<file path="config.mk">
export PLATFORM = sky130hd
export DESIGN_NAME = bcd_dncount
export DESIGN_NICKNAME = d
export VERILOG_FILES = /design/src/rtl/bcd_dn_pkg.sv /design/src/rtl/bcd_digit_next.sv /design/src/rtl/bcd_digit_stage.sv /design/src/rtl/bcd_dncount.sv
export SDC_FILE = /design/constraint.sdc
export NUM_CORES = 1
export LEC_CHECK = 0
export CORE_AREA = 2 2 39 41
export DETAILED_ROUTE_END_ITERATION = 16
export DIE_AREA = 0 0 41 43
export DONT_BUFFER_PORTS = 1
export PLACE_DENSITY = 0.52
export SYNTH_ARGS = -nofsm -noshare
export SYNTH_HDL_FRONTEND = slang
export SYNTH_HIERARCHICAL = 1
export SYNTH_SLANG_ARGS = --single-unit
</file>
<file path="constraint.sdc">
create_clock -name clk -period 1.6 [get_ports clk]
set_input_delay 0.32 -clock clk [delete_from_list [all_inputs] [get_ports clk]]
set_output_delay 0.32 -clock clk [all_outputs]
set_load 0.1 [all_outputs]
</file>
<file path="src/rtl/bcd_dn_pkg.sv">
`timescale 1ns/1ps
package bcd_dn_pkg;
  localparam int DIGIT_W = 4;
  localparam logic [DIGIT_W-1:0] DIGIT_TOP = 4'd9;

  typedef logic [DIGIT_W-1:0] digit_t;

  typedef enum logic [1:0] {
    ACT_HOLD = 2'd0,
    ACT_LOAD = 2'd1,
    ACT_STEP = 2'd2
  } digit_act_e;
endpackage

</file>
<file path="src/rtl/bcd_digit_next.sv">
`timescale 1ns/1ps
module bcd_digit_next
  import bcd_dn_pkg::*;
(
  input  digit_t     cur,
  input  digit_t     preset,
  input  logic       load_n,
  input  logic       step_en,
  output digit_t     nxt,
  output digit_act_e act
);
  // Load outranks counting; counting outranks holding.
  always_comb begin
    if (!load_n)      act = ACT_LOAD;
    else if (step_en) act = ACT_STEP;
    else              act = ACT_HOLD;
  end

  always_comb begin
    unique case (act)
      ACT_LOAD: nxt = preset;
      // Zero wraps to nine; an illegal code is pulled back to nine.
      ACT_STEP: nxt = ((cur == '0) || (cur > DIGIT_TOP)) ? DIGIT_TOP : digit_t'(cur - 1'b1);
      default:  nxt = cur;
    endcase
  end
endmodule

</file>
<file path="src/rtl/bcd_digit_stage.sv">
`timescale 1ns/1ps
module bcd_digit_stage
  import bcd_dn_pkg::*;
(
  input  logic   clk,
  input  logic   load_n,
  input  logic   step_en,
  input  digit_t preset,
  output digit_t value,
  output logic   tc
);
  digit_t     nxt;
  digit_act_e act;

  bcd_digit_next u_next (
    .cur     (value),
    .preset  (preset),
    .load_n  (load_n),
    .step_en (step_en),
    .nxt     (nxt),
    .act     (act)
  );

  always_ff @(posedge clk) begin
    value <= nxt;
  end

  // Terminal count comes from the registered digit and the enable, so it settles once per cycle.
  assign tc = step_en && (value == '0);


  zero_wrap_chk: assert property (@(posedge clk) disable iff (!load_n)
    (act == ACT_STEP) && (value == '0) |=> value == DIGIT_TOP);


  step_down_chk: assert property (@(posedge clk) disable iff (!load_n)
    step_en && (value != '0) && (value <= DIGIT_TOP) |=> value == digit_t'($past(value) - 1'b1));


  idle_hold_chk: assert property (@(posedge clk) disable iff (!load_n)
    !step_en |=> $stable(value));


  range_fix_chk: assert property (@(posedge clk) disable iff (!load_n)
    step_en && (value > DIGIT_TOP) |=> value == DIGIT_TOP);
endmodule

</file>
<file path="src/rtl/bcd_dncount.sv">
`timescale 1ns/1ps
module bcd_dncount
  import bcd_dn_pkg::*;
#(
  parameter int DIGITS = 2
) (
  input  logic                      clk,
  input  logic                      load_n,
  input  logic                      cnt_en,
  input  logic [DIGITS*DIGIT_W-1:0] preset,
  output logic [DIGITS*DIGIT_W-1:0] count,
  output logic                      term_cnt
);
  localparam int TOTAL_W = DIGITS * DIGIT_W;
  localparam logic [TOTAL_W-1:0] ALL_NINES = {DIGITS{DIGIT_TOP}};

  // en_chain[k] enables digit k; en_chain[k+1] is digit k's terminal count.
  logic [DIGITS:0] en_chain;
  assign en_chain[0] = cnt_en;

  for (genvar g = 0; g < DIGITS; g++) begin : g_digit
    bcd_digit_stage u_stage (
      .clk     (clk),
      .load_n  (load_n),
      .step_en (en_chain[g]),
      .preset  (preset[g*DIGIT_W +: DIGIT_W]),
      .value   (count[g*DIGIT_W +: DIGIT_W]),
      .tc      (en_chain[g+1])
    );
  end

  assign term_cnt = en_chain[DIGITS];


  tc_zero_chk: assert property (@(posedge clk) disable iff (!load_n)
    term_cnt |-> cnt_en && (count == '0));


  full_wrap_chk: assert property (@(posedge clk) disable iff (!load_n)
    term_cnt |=> count == ALL_NINES);

  if (DIGITS >= 2) begin : g_carry_chk

    carry_step_chk: assert property (@(posedge clk) disable iff (!load_n)
      cnt_en && (count[DIGIT_W-1:0] == '0) &&
      (count[2*DIGIT_W-1:DIGIT_W] != '0) && (count[2*DIGIT_W-1:DIGIT_W] <= DIGIT_TOP)
      |=> (count[DIGIT_W-1:0] == DIGIT_TOP) &&
          (count[2*DIGIT_W-1:DIGIT_W] == digit_t'($past(count[2*DIGIT_W-1:DIGIT_W]) - 1'b1)));


    no_early_carry_chk: assert property (@(posedge clk) disable iff (!load_n)
      (count[DIGIT_W-1:0] != '0) |=> $stable(count[TOTAL_W-1:DIGIT_W]));
  end
endmodule

</file>
==> results of run 1 <==
==> critical path, cell delays in order, from the launching register on <==
cell and delay (ns):
dfxtp_4 0.35, nor4_4 0.24, and2_4 0.18, and2_4 0.32
==> timing repair <==
item,CTS,global route
pin swaps,2,3
buffers inserted,2,1
endpoints found under the setup margin,2,4
endpoints found under the hold margin,0,0
resized for setup,3,6
==> final timing paths <==
path | startpoint | end | slack (ns) | cells after the start
hold reg to reg | g_digit[1].u_stage/value[1]$_DFF_P_ | g_digit[1].u_stage/value[3]$_DFF_P_ | 0.56 | 2
setup / recovery | g_digit[0].u_stage/value[1]$_DFF_P_ | term_cnt | -0.07 | 3
setup reg to reg | g_digit[0].u_stage/value[0]$_DFF_P_ | g_digit[0].u_stage/value[0]$_DFF_P_ | 0.07 | 6
hold / removal | load_n | g_digit[1].u_stage/value[2]$_DFF_P_ | 0.14 | 1
==> area by class of cell <==
cell class | count | share of cell area [%]
clock buffer | 4 | 3.54
timing repair buffer | 14 | 14.2
tap | 16 | 2.70
inverter | 8 | 4.05
sequential | 8 | 24.6
multi-input combinational | 46 | 50.9
==> metrics by stage <==
step / instance area (um2) / hold slack, ns / worst slack, ns
finish: 742 / 0.142 / -0.0709
global route: 742 / 0.133 / -0.116
CTS: 708 / 0.135 / -0.0576
detailed placement: 658 / 0.408 / 0.0116
global placement: 658 / 0.405 / 0.0403
floorplan: 556 / 0.403 / 0.000374
==> per-layer routing <==
layer	track usage [%]	vias up	wire length, um
li1	-	277	-
met4	8.00	0	16
met3	6.81	2	91
met1	16.8	260	559
met2	32.2	17	733
met5	0	-	0
==> where the power goes <==
group	internal [mW]	switching (mW)
clock	0.0957	0.0728
combinational	0.104	0.249
sequential	0.227	0.0311
total	0.426	0.353
==> summary.md, run 1 <==
| Metric | Value |
|---|---|
| Status | `complete, but fails checks` |
| Failing checks | `setup timing` |
| Total grt overflow | `0` |
| Yosys warns | `6` |
| Commonest non-fill, non-tap cell in the layout | `buf_4` |
| Tot Pwr | `0.779 mW` |
| Port-buffer cells | `0` |
| Post-Place Cells | `89` |
| Initial core utilization | `between 30% and 40%` |
| Clk Latency, worst-skew pair | `approximately 0.26 ns` |
| Final antenna-violating net count | `0` |
| Total number of vias | `556` |
| Largest regs | `g_digit.u_stage/value (8)` |
| Io pins | `20` |
| Setup TNS | `-0.0709 ns` |
| Die span in x | `41 um` |
| Synth-to-layout area growth | `39.9%` |
| Final wirelength | `1400 um` |
| CP startpoint kind | `flop` |
| HPWL after DPL | `1000 um` |
| Endpoints failing setup | `1` |
| Worst vdd rail ir drop | `454 uV` |
| Initial antenna violation count | `0` |
| Syn Std Cell Area | `531 um2` |
| Vias in the first global route | `522` |
| Clock Tree Root | `clkbuf_4` |
| Row count | `14` |
| Worst-path clk slew | `approximately 0.050 ns` |
| Max reg flops | `8` |
| RD Place Congestion | `0.744` |
| CP required | `1.28 ns` |
| PnR worst setup slack | `-0.0709 ns` |
| Total core area | `0.00138 mm2` |
| Layout Utilization | `around 54%` |
| Power density over cell area | `between 1000 and 1500 mW/mm2` |
| CTS tree | `yes` |
| CP endpoint kind | `output pin` |
| Chip Height | `43 um` |
| Hold Path Class | `primary input to flop` |
| Syn_nets | `between 70 and 80` |
| Final min period | `between 1.5 and 2 ns` |
| Max-cap violations | `0` |
| First-pass GRT wire length | `2150 um` |
| 1st-pass router iterations | `2` |
| Max_slew headroom | `around three quarters` |
| Reg with most FFs | `g_digit.u_stage/value` |
| Clock tree buffer depth | `2` |
| DR iter-0 viols | `4` |
| Post-route clock skew | `0.00655 ns` |
| CTS Buf Count | `3` |
| Crit path arrival time | `1.35 ns` |
| Inserted Diodes | `0` |
| Fillers | `134` |
| Leakage power | `roughly 0.31 nW` |
| Largest net degree at the start of global routing | `15` |
| Mean area per synthesized cell | `8.56 um2` |
| Share of layout cells above drive strength 1 | `roughly two fifths` |
| Post-cts hold buffer count | `0` |
| Final nets | `96` |
| Hold violation count in the final report | `0` |
| RSZ-0062 raised after global routing | `true` |
| H-tree levels | `1` |
| Fin cells | `96` |
| Max frequency | `about 0.6 GHz` |
| Post-Synthesis Cells | `62` |
| Multi-input gate area | `378 um2` |
| DRC errors left | `0` |
| Worst-Margin Slew | `between 0.3 and 0.4 ns` |
| Number of vias per cell | `5.79` |
| Tcrit/Tclk final | `104%` |
| Avg WL per Cell | `14.6 um` |
| Clock Sinks | `8` |
| Sequential cell area | `183 um2` |
| Slew Limit Fails | `0` |
| Crit Path Max Fanout | `4` |
| Crit path kind | `flop to output pin` |
| Most frequent cells in the layout | `buf_4, inv_1, o21ai_0` |
| Die Area | `0.00176 mm2` |
| All-Layer GR Usage | `18.1%` |
(Power assumes the default switching activity.)
==> run 2, diff against run 1 <==
Settings changed: CORE_AREA 2 2 39 41 to default, CORE_MARGIN from default to 3, CORE_UTILIZATION from default to 40, DIE_AREA 0 0 41 43 to default, MAX_ROUTING_LAYER from default to met4, PLACE_DENSITY 0.52 to 0.51.
==> run 2 against run 1 <==
  * The flow still finishes with violations (setup timing)
  * Non-clock buffer count fell by 5
  * Flip-flop and latch count unchanged
  * Power is 1.7% lower
  * Register-to-register slack better by 0.04 ns
  * Sequential power decreased by 2%
  * Via count decreased by 1.6%
  * First-iteration DRC count grew to 3.8 times the previous value
  * Global-route usage fell by 1.6 points
  * Largest power group unchanged
==> summary.md, run 2 (synthesized netlist as in run 1, its figures left out) <==
| Metric | Value |
|---|---|
| Status | `complete, but fails checks` |
| Failing checks | `setup timing` |
| Port-buffer cells | `0` |
| Avg WL per Cell | `16.1 um` |
| Largest regs | `g_digit.u_stage/value (8)` |
| Chip Height | `42.4 um` |
| Power density over cell area | `1080 mW/mm2` |
| Io pins | `20` |
| Total core area | `roughly 0.0012 mm2` |
| DR iter-0 viols | `15` |
| All-Layer GR Usage | `16.5%` |
| Initial antenna violation count | `0` |
| Most frequent cells in the layout | `buf_4, inv_1, o21ai_0` |
| Initial core utilization | `45.3%` |
| Total grt overflow | `0` |
| Clock Sinks | `8` |
| Finished Cell Area | `706 um2` |
| H-tree levels | `1` |
| Crit Path Max Fanout | `7` |
| Max reg flops | `8` |
| Die Area | `0.00180 mm2` |
| Final nets | `roughly 90` |
| CP endpoint kind | `output pin` |
| Most used cell, CP | `and2_4` |
| Crit path kind | `flop to output pin` |
| CP required | `1.28 ns` |
| Tcrit/Tclk final | `107%` |
| RD Place Congestion | `slightly below 0.9` |
| Clk Latency, worst-skew pair | `0.26 ns` |
| Synth-to-layout area growth | `33.0%` |
| Share of layout cells above drive strength 1 | `37.3%` |
| Max_slew headroom | `76.1%` |
| Layout Utilization | `~60%` |
| Hold Path Class | `primary input to flop` |
| Placed cell areas | `about 630 um2` |
| Vias in the first global route | `520` |
| CP peak stage delay | `0.34 ns` |
| Post-route clock skew | `0.0141 ns` |
| PnR worst setup slack | `-0.118 ns` |
| Number of vias per cell | `around 6.1` |
| CTS tree | `yes` |
| Worst vdd rail ir drop | `663 uV` |
| Commonest non-fill, non-tap cell in the layout | `buf_4` |
| Leakage power | `0.279 nW` |
| Max-cap violations | `0` |
| Worst-path clk slew | `0.06 ns` |
| Clock tree buffer depth | `2` |
| Final min period | `around 1.7 ns` |
| Reg with most FFs | `g_digit.u_stage/value` |
| Crit path arrival time | `1.40 ns` |
| Endpoints failing setup | `1` |
| HPWL after DPL | `1050 um` |
| CTS Buf Count | `3` |
| Cell family with most CP delay | `simple AND/OR/NAND/NOR gates` |
| Largest net degree at the start of global routing | `15` |
| CP startpoint kind | `flop` |
| Inserted Diodes | `0` |
| CP cell instances | `nor4_2 -> and2_4 -> and2_4` |
| Max frequency | `roughly 0.58 GHz` |
| Clock Tree Root | `clkbuf_4` |
| Final wirelength | `1430 um` |
| Worst-Margin Slew | `0.359 ns` |
| RSZ-0062 raised after global routing | `true` |
| First-pass GRT wire length | `2260 um` |
| Final antenna-violating net count | `0` |
| Total number of vias | `547` |
| 1st-pass router iterations | `4` |
| Die span in x | `42.4 um` |
| Post-cts hold buffer count | `0` |
| DRC errors left | `0` |
| Buf/Inv on CP | `0` |
| Slew Limit Fails | `0` |
| Row count | `12` |
| Hold violation count in the final report | `0` |
| Slowest library cell on the worst path | `dfxtp_4` |
-- run 2: worst paths after layout --
kind | start | endpoint | cells after the start | slack [ns]
setup / recovery | g_digit[0].u_stage/value[3]$_DFF_P_ | term_cnt | 3 | -0.12
hold / removal | load_n | g_digit[1].u_stage/value[2]$_DFF_P_ | 1 | 0.16
setup reg to reg | g_digit[1].u_stage/value[1]$_DFF_P_ | g_digit[1].u_stage/value[0]$_DFF_P_ | 5 | 0.11
hold reg to reg | g_digit[1].u_stage/value[3]$_DFF_P_ | g_digit[1].u_stage/value[3]$_DFF_P_ | 2 | 0.61
-- run 2: per-stage QoR --
| stage | worst slack, ns | hold slack (ns) | cells | setup TNS (ns) | power, mW |
|---|---|---|---|---|---|
| after floorplan | 0.000374 | 0.403 | 62 | 0 | 0.509 |
| after global placement | 0.0685 | 0.405 | 84 | 0 | 0.560 |
| after detailed placement | 0.0231 | 0.410 | 84 | 0 | 0.571 |
| after CTS | -0.115 | 0.155 | 89 | -0.123 | 0.746 |
| after global routing | -0.157 | 0.159 | 89 | -0.157 | 0.800 |
| final | -0.118 | 0.159 | 89 | -0.118 | 0.766 |
-- run 2: metal layers --
metal,routed length [um],share of wire [%],vias up,track usage (%)
met5,0,0,-,-
met4,0,0,0,4.97
met3,116,8.1,0,6.01
met2,777,54,25,28.6
met1,540,38,254,17.4
li1,-,-,268,-
-- run 2: worst reg2reg max path, delay by kind of cell, from the launching register on --
family / cells / cell delay [ns]
compound gates: 3 / 0.67
flops: 1 / 0.34
buf+inv: 1 / 0.09
fa+ha+maj: 1 / 0.26
-- run 2: cell type report --
type	instances	area, um2
clock buffer	4	26.3
fill	111	465
inverter	8	30.0
multi-input combinational	46	382
sequential	8	183
tap	14	17.5
timing repair buffer	9	67.6
-- run 2: what timing repair did --
| item | CTS | global route |
|---|---|---|
| pin swaps | 2 | 4 |
| setup buffers | 1 | 0 |
| resized for setup | 3 | 7 |
| endpoints found under the hold margin | 0 | 0 |
| endpoints found under the setup margin | 2 | 4 |
-- run 2: power breakdown --
group          switching, mW  total, mW  internal [mW]
combinational          0.253      0.347         0.0941
clock                 0.0701      0.166         0.0954
sequential            0.0267      0.253          0.226
==> run 3, diff against run 2 <==
Settings changed: CTS_BUF_LIST from default to sky130_fd_sc_hd__clkbuf_8.
==> run 3 against run 2 <==
  * The flow still finishes with violations (setup timing)
  * Critical path depth is the same
  * Setup slack improved by 0.029 ns
  * Clock power grew 46%
  * Clock skew fell by 0.0057 ns
  * First-iteration DRC count down 13%
  * Highest routed layer is now met4
==> summary.md, run 3 (synthesized netlist as in run 1, its figures left out) <==
| Metric | Value |
|---|---|
| Max_slew headroom | `between 70% and 80%` |
| 1st-pass router iterations | `5` |
| Combinational share of power | `approximately 40%` |
| All-Layer GR Usage | `16.2%` |
| Clock Tree Root | `clkbuf_8` |
| Worst-path clk slew | `0.05 ns` |
| Final antenna-violating net count | `0` |
| Crit Path Max Fanout | `7` |
| Endpoints failing setup | `1` |
| Hold Path Class | `primary input to flop` |
| RSZ-0062 raised after global routing | `true` |
| Final wirelength | `1400 um` |
| Fillers | `113` |
| CP required | `1.28 ns` |
| Tot Pwr | `about 0.83 mW` |
| Die span in x | `42.4 um` |
| Max frequency | `0.592 GHz` |
| Largest regs | `g_digit.u_stage/value (8)` |
| Switch share | `42.0%` |
| DR iter-0 viols | `13` |
| First-pass GRT wire length | `2200 um` |
| P_sw | `0.347 mW` |
| Clk pwr share | `29.3%` |
| M3 GR Usage | `between 6 and 7%` |
| Port-buffer cells | `0` |
| FF-to-FF path depth | `5` |
| Initial core utilization | `45.3%` |
| Die Area | `0.00180 mm2` |
| Power density over cell area | `1180 mW/mm2` |
| Leakage power | `0.287 nW` |
| Crit path kind | `flop to output pin` |
| Total grt overflow | `0` |
| RD Place Congestion | `0.876` |
| Clk Latency, worst-skew pair | `0.23 ns` |
| Share of layout cells above drive strength 1 | `32.0%` |
| CTS Buf Count | `3` |
| Vias in the first global route | `a little over 500` |
| Number of vias per cell | `approximately 6` |
| Reg with most FFs | `g_digit.u_stage/value` |
| CTS tree | `yes` |
| Synth-to-layout area growth | `31.8%` |
| Worst vdd rail ir drop | `approximately 680 uV` |
| Io pins | `20` |
| Status | `complete, but fails checks` |
| Hold endpoint | `g_digit[1].u_stage/value[2]$_DFF_P_` |
| Global Route met2 Usage | `26.4%` |
| Cell internal pwr | `0.479 mW` |
| Inserted Diodes | `0` |
| RR Startpoint | `g_digit[1].u_stage/value[1]$_DFF_P_` |
| Row count | `12` |
| Initial antenna violation count | `0` |
| PnR worst setup slack | `-0.0896 ns` |
| Slew Limit Fails | `0` |
| HPWL after DPL | `approximately 1000 um` |
| Avg WL per Cell | `15.7 um` |
| Worst reg2reg setup slack | `~0.09 ns` |
| FF-to-FF End | `g_digit[1].u_stage/value[0]$_DFF_P_` |
| CP startpoint kind | `flop` |
| CP endpoint kind | `output pin` |
| H-tree levels | `1` |
| Post-cts hold buffer count | `0` |
| Sequential share of power | `31.1%` |
| Clock Sinks | `8` |
| Clock tree buffer depth | `2` |
| Final min period | `1.69 ns` |
| Worst-Margin Slew | `0.389 ns` |
| Post-route clock skew | `0.00837 ns` |
| Most frequent cells in the layout | `inv_1, buf_4, o21ai_0` |
| WHS Path Cells | `1` |
| Met1 GRT Util | `17.4%` |
| Total number of vias | `540` |
| Chip Height | `~42 um` |
| Max reg flops | `8` |
| Max-cap violations | `0` |
| Total core area | `0.00117 mm2` |
| Minimum hold slack | `0.185 ns` |
| Setup TNS | `-0.0896 ns` |
| Final nets | `91` |
| Global route hottest layer | `met2` |
| Hold violation count in the final report | `0` |
| Tcrit/Tclk final | `106%` |
| Hold Startpoint | `load_n` |
| Crit path arrival time | `1.37 ns` |
| DRC errors left | `0` |
| Largest net degree at the start of global routing | `15` |
| Failing checks | `setup timing` |
==> run 3: changes by cell type in the layout (fill, tap and decap cells not counted), sizes merged <==
cell / change
inv: +1
clkbuf: -1
==> run 3: worst max path at each step <==
stage / start / to / slack [ns]
6_report: g_digit[0].u_stage/value[3]$_DFF_P_ / term_cnt / -0.09
5_1_grt: g_digit[0].u_stage/value[3]$_DFF_P_ / term_cnt / -0.13
4_1_cts: g_digit[0].u_stage/value[3]$_DFF_P_ / term_cnt / -0.08
3_5_place_dp: g_digit[0].u_stage/value[0]$_DFF_P_ / g_digit[1].u_stage/value[0]$_DFF_P_ / 0.02
3_3_place_gp: g_digit[0].u_stage/value[1]$_DFF_P_ / g_digit[1].u_stage/value[0]$_DFF_P_ / 0.07
2_1_floorplan: g_digit[0].u_stage/value[0]$_DFF_P_ / g_digit[0].u_stage/value[0]$_DFF_P_ / 0.0004
==> run 3: final cells by class <==
| class | instances | area, um2 | area share [%] |
|---|---|---|---|
| multi-input combinational | 46 | 357 | 51.0 |
| sequential | 8 | 183 | 26.1 |
| timing repair buffer | 9 | 67.6 | 9.66 |
| clock buffer | 3 | 41.3 | 5.90 |
| inverter | 8 | 30.0 | 4.29 |
| tap | 14 | 17.5 | 2.50 |
| clock inverter | 1 | 3.75 | 0.537 |
==> run 3: worst max-delay path, stage by stage, from the launching register on <==
cell and delay, ns:
dfxtp_4 0.34, nor4_2 0.26, and2_4 0.21, and2_4 0.33
==> run 3: routing by layer <==
| layer | share of wire [%] | wire length, um | vias up |
|---|---|---|---|
| li1 | - | - | 267 |
| met5 | 0 | 0 | - |
| met2 | 53 | 738 | 21 |
| met3 | 6.9 | 96 | 2 |
| met4 | 0.36 | 5 | 0 |
| met1 | 40 | 555 | 250 |
==> run 3: power groups by stage <==
| stage | Combinational (mW) | Sequential [mW] | Clock [mW] |
|---|---|---|---|
| after floorplan | 0.0850 | 0.424 | 0 |
| after global placement | 0.307 | 0.254 | 0 |
| after detailed placement | 0.315 | 0.256 | 0 |
| after CTS | 0.321 | 0.254 | 0.247 |
| after global routing | 0.345 | 0.259 | 0.265 |
| final | 0.327 | 0.257 | 0.242 |
==> run 3: metrics by stage <==
step,area (um2),utilization [%],std cells,worst slack (ns)
floorplan,556,-,62,0.000374
global placement,633,54.1,84,0.0685
detailed placement,633,54.1,84,0.0231
CTS,694,59.3,89,-0.0773
global route,699,59.7,89,-0.129
finish,699,59.7,89,-0.0896
==> run 3: what timing repair did <==
| action | in CTS | in global routing |
|---|---|---|
| gates resized for setup | 2 | 3 |
| gates cloned | 0 | 0 |
| setup buffers | 1 | 0 |
| endpoints found under the setup margin | 1 | 4 |
| pin swaps | 2 | 1 |
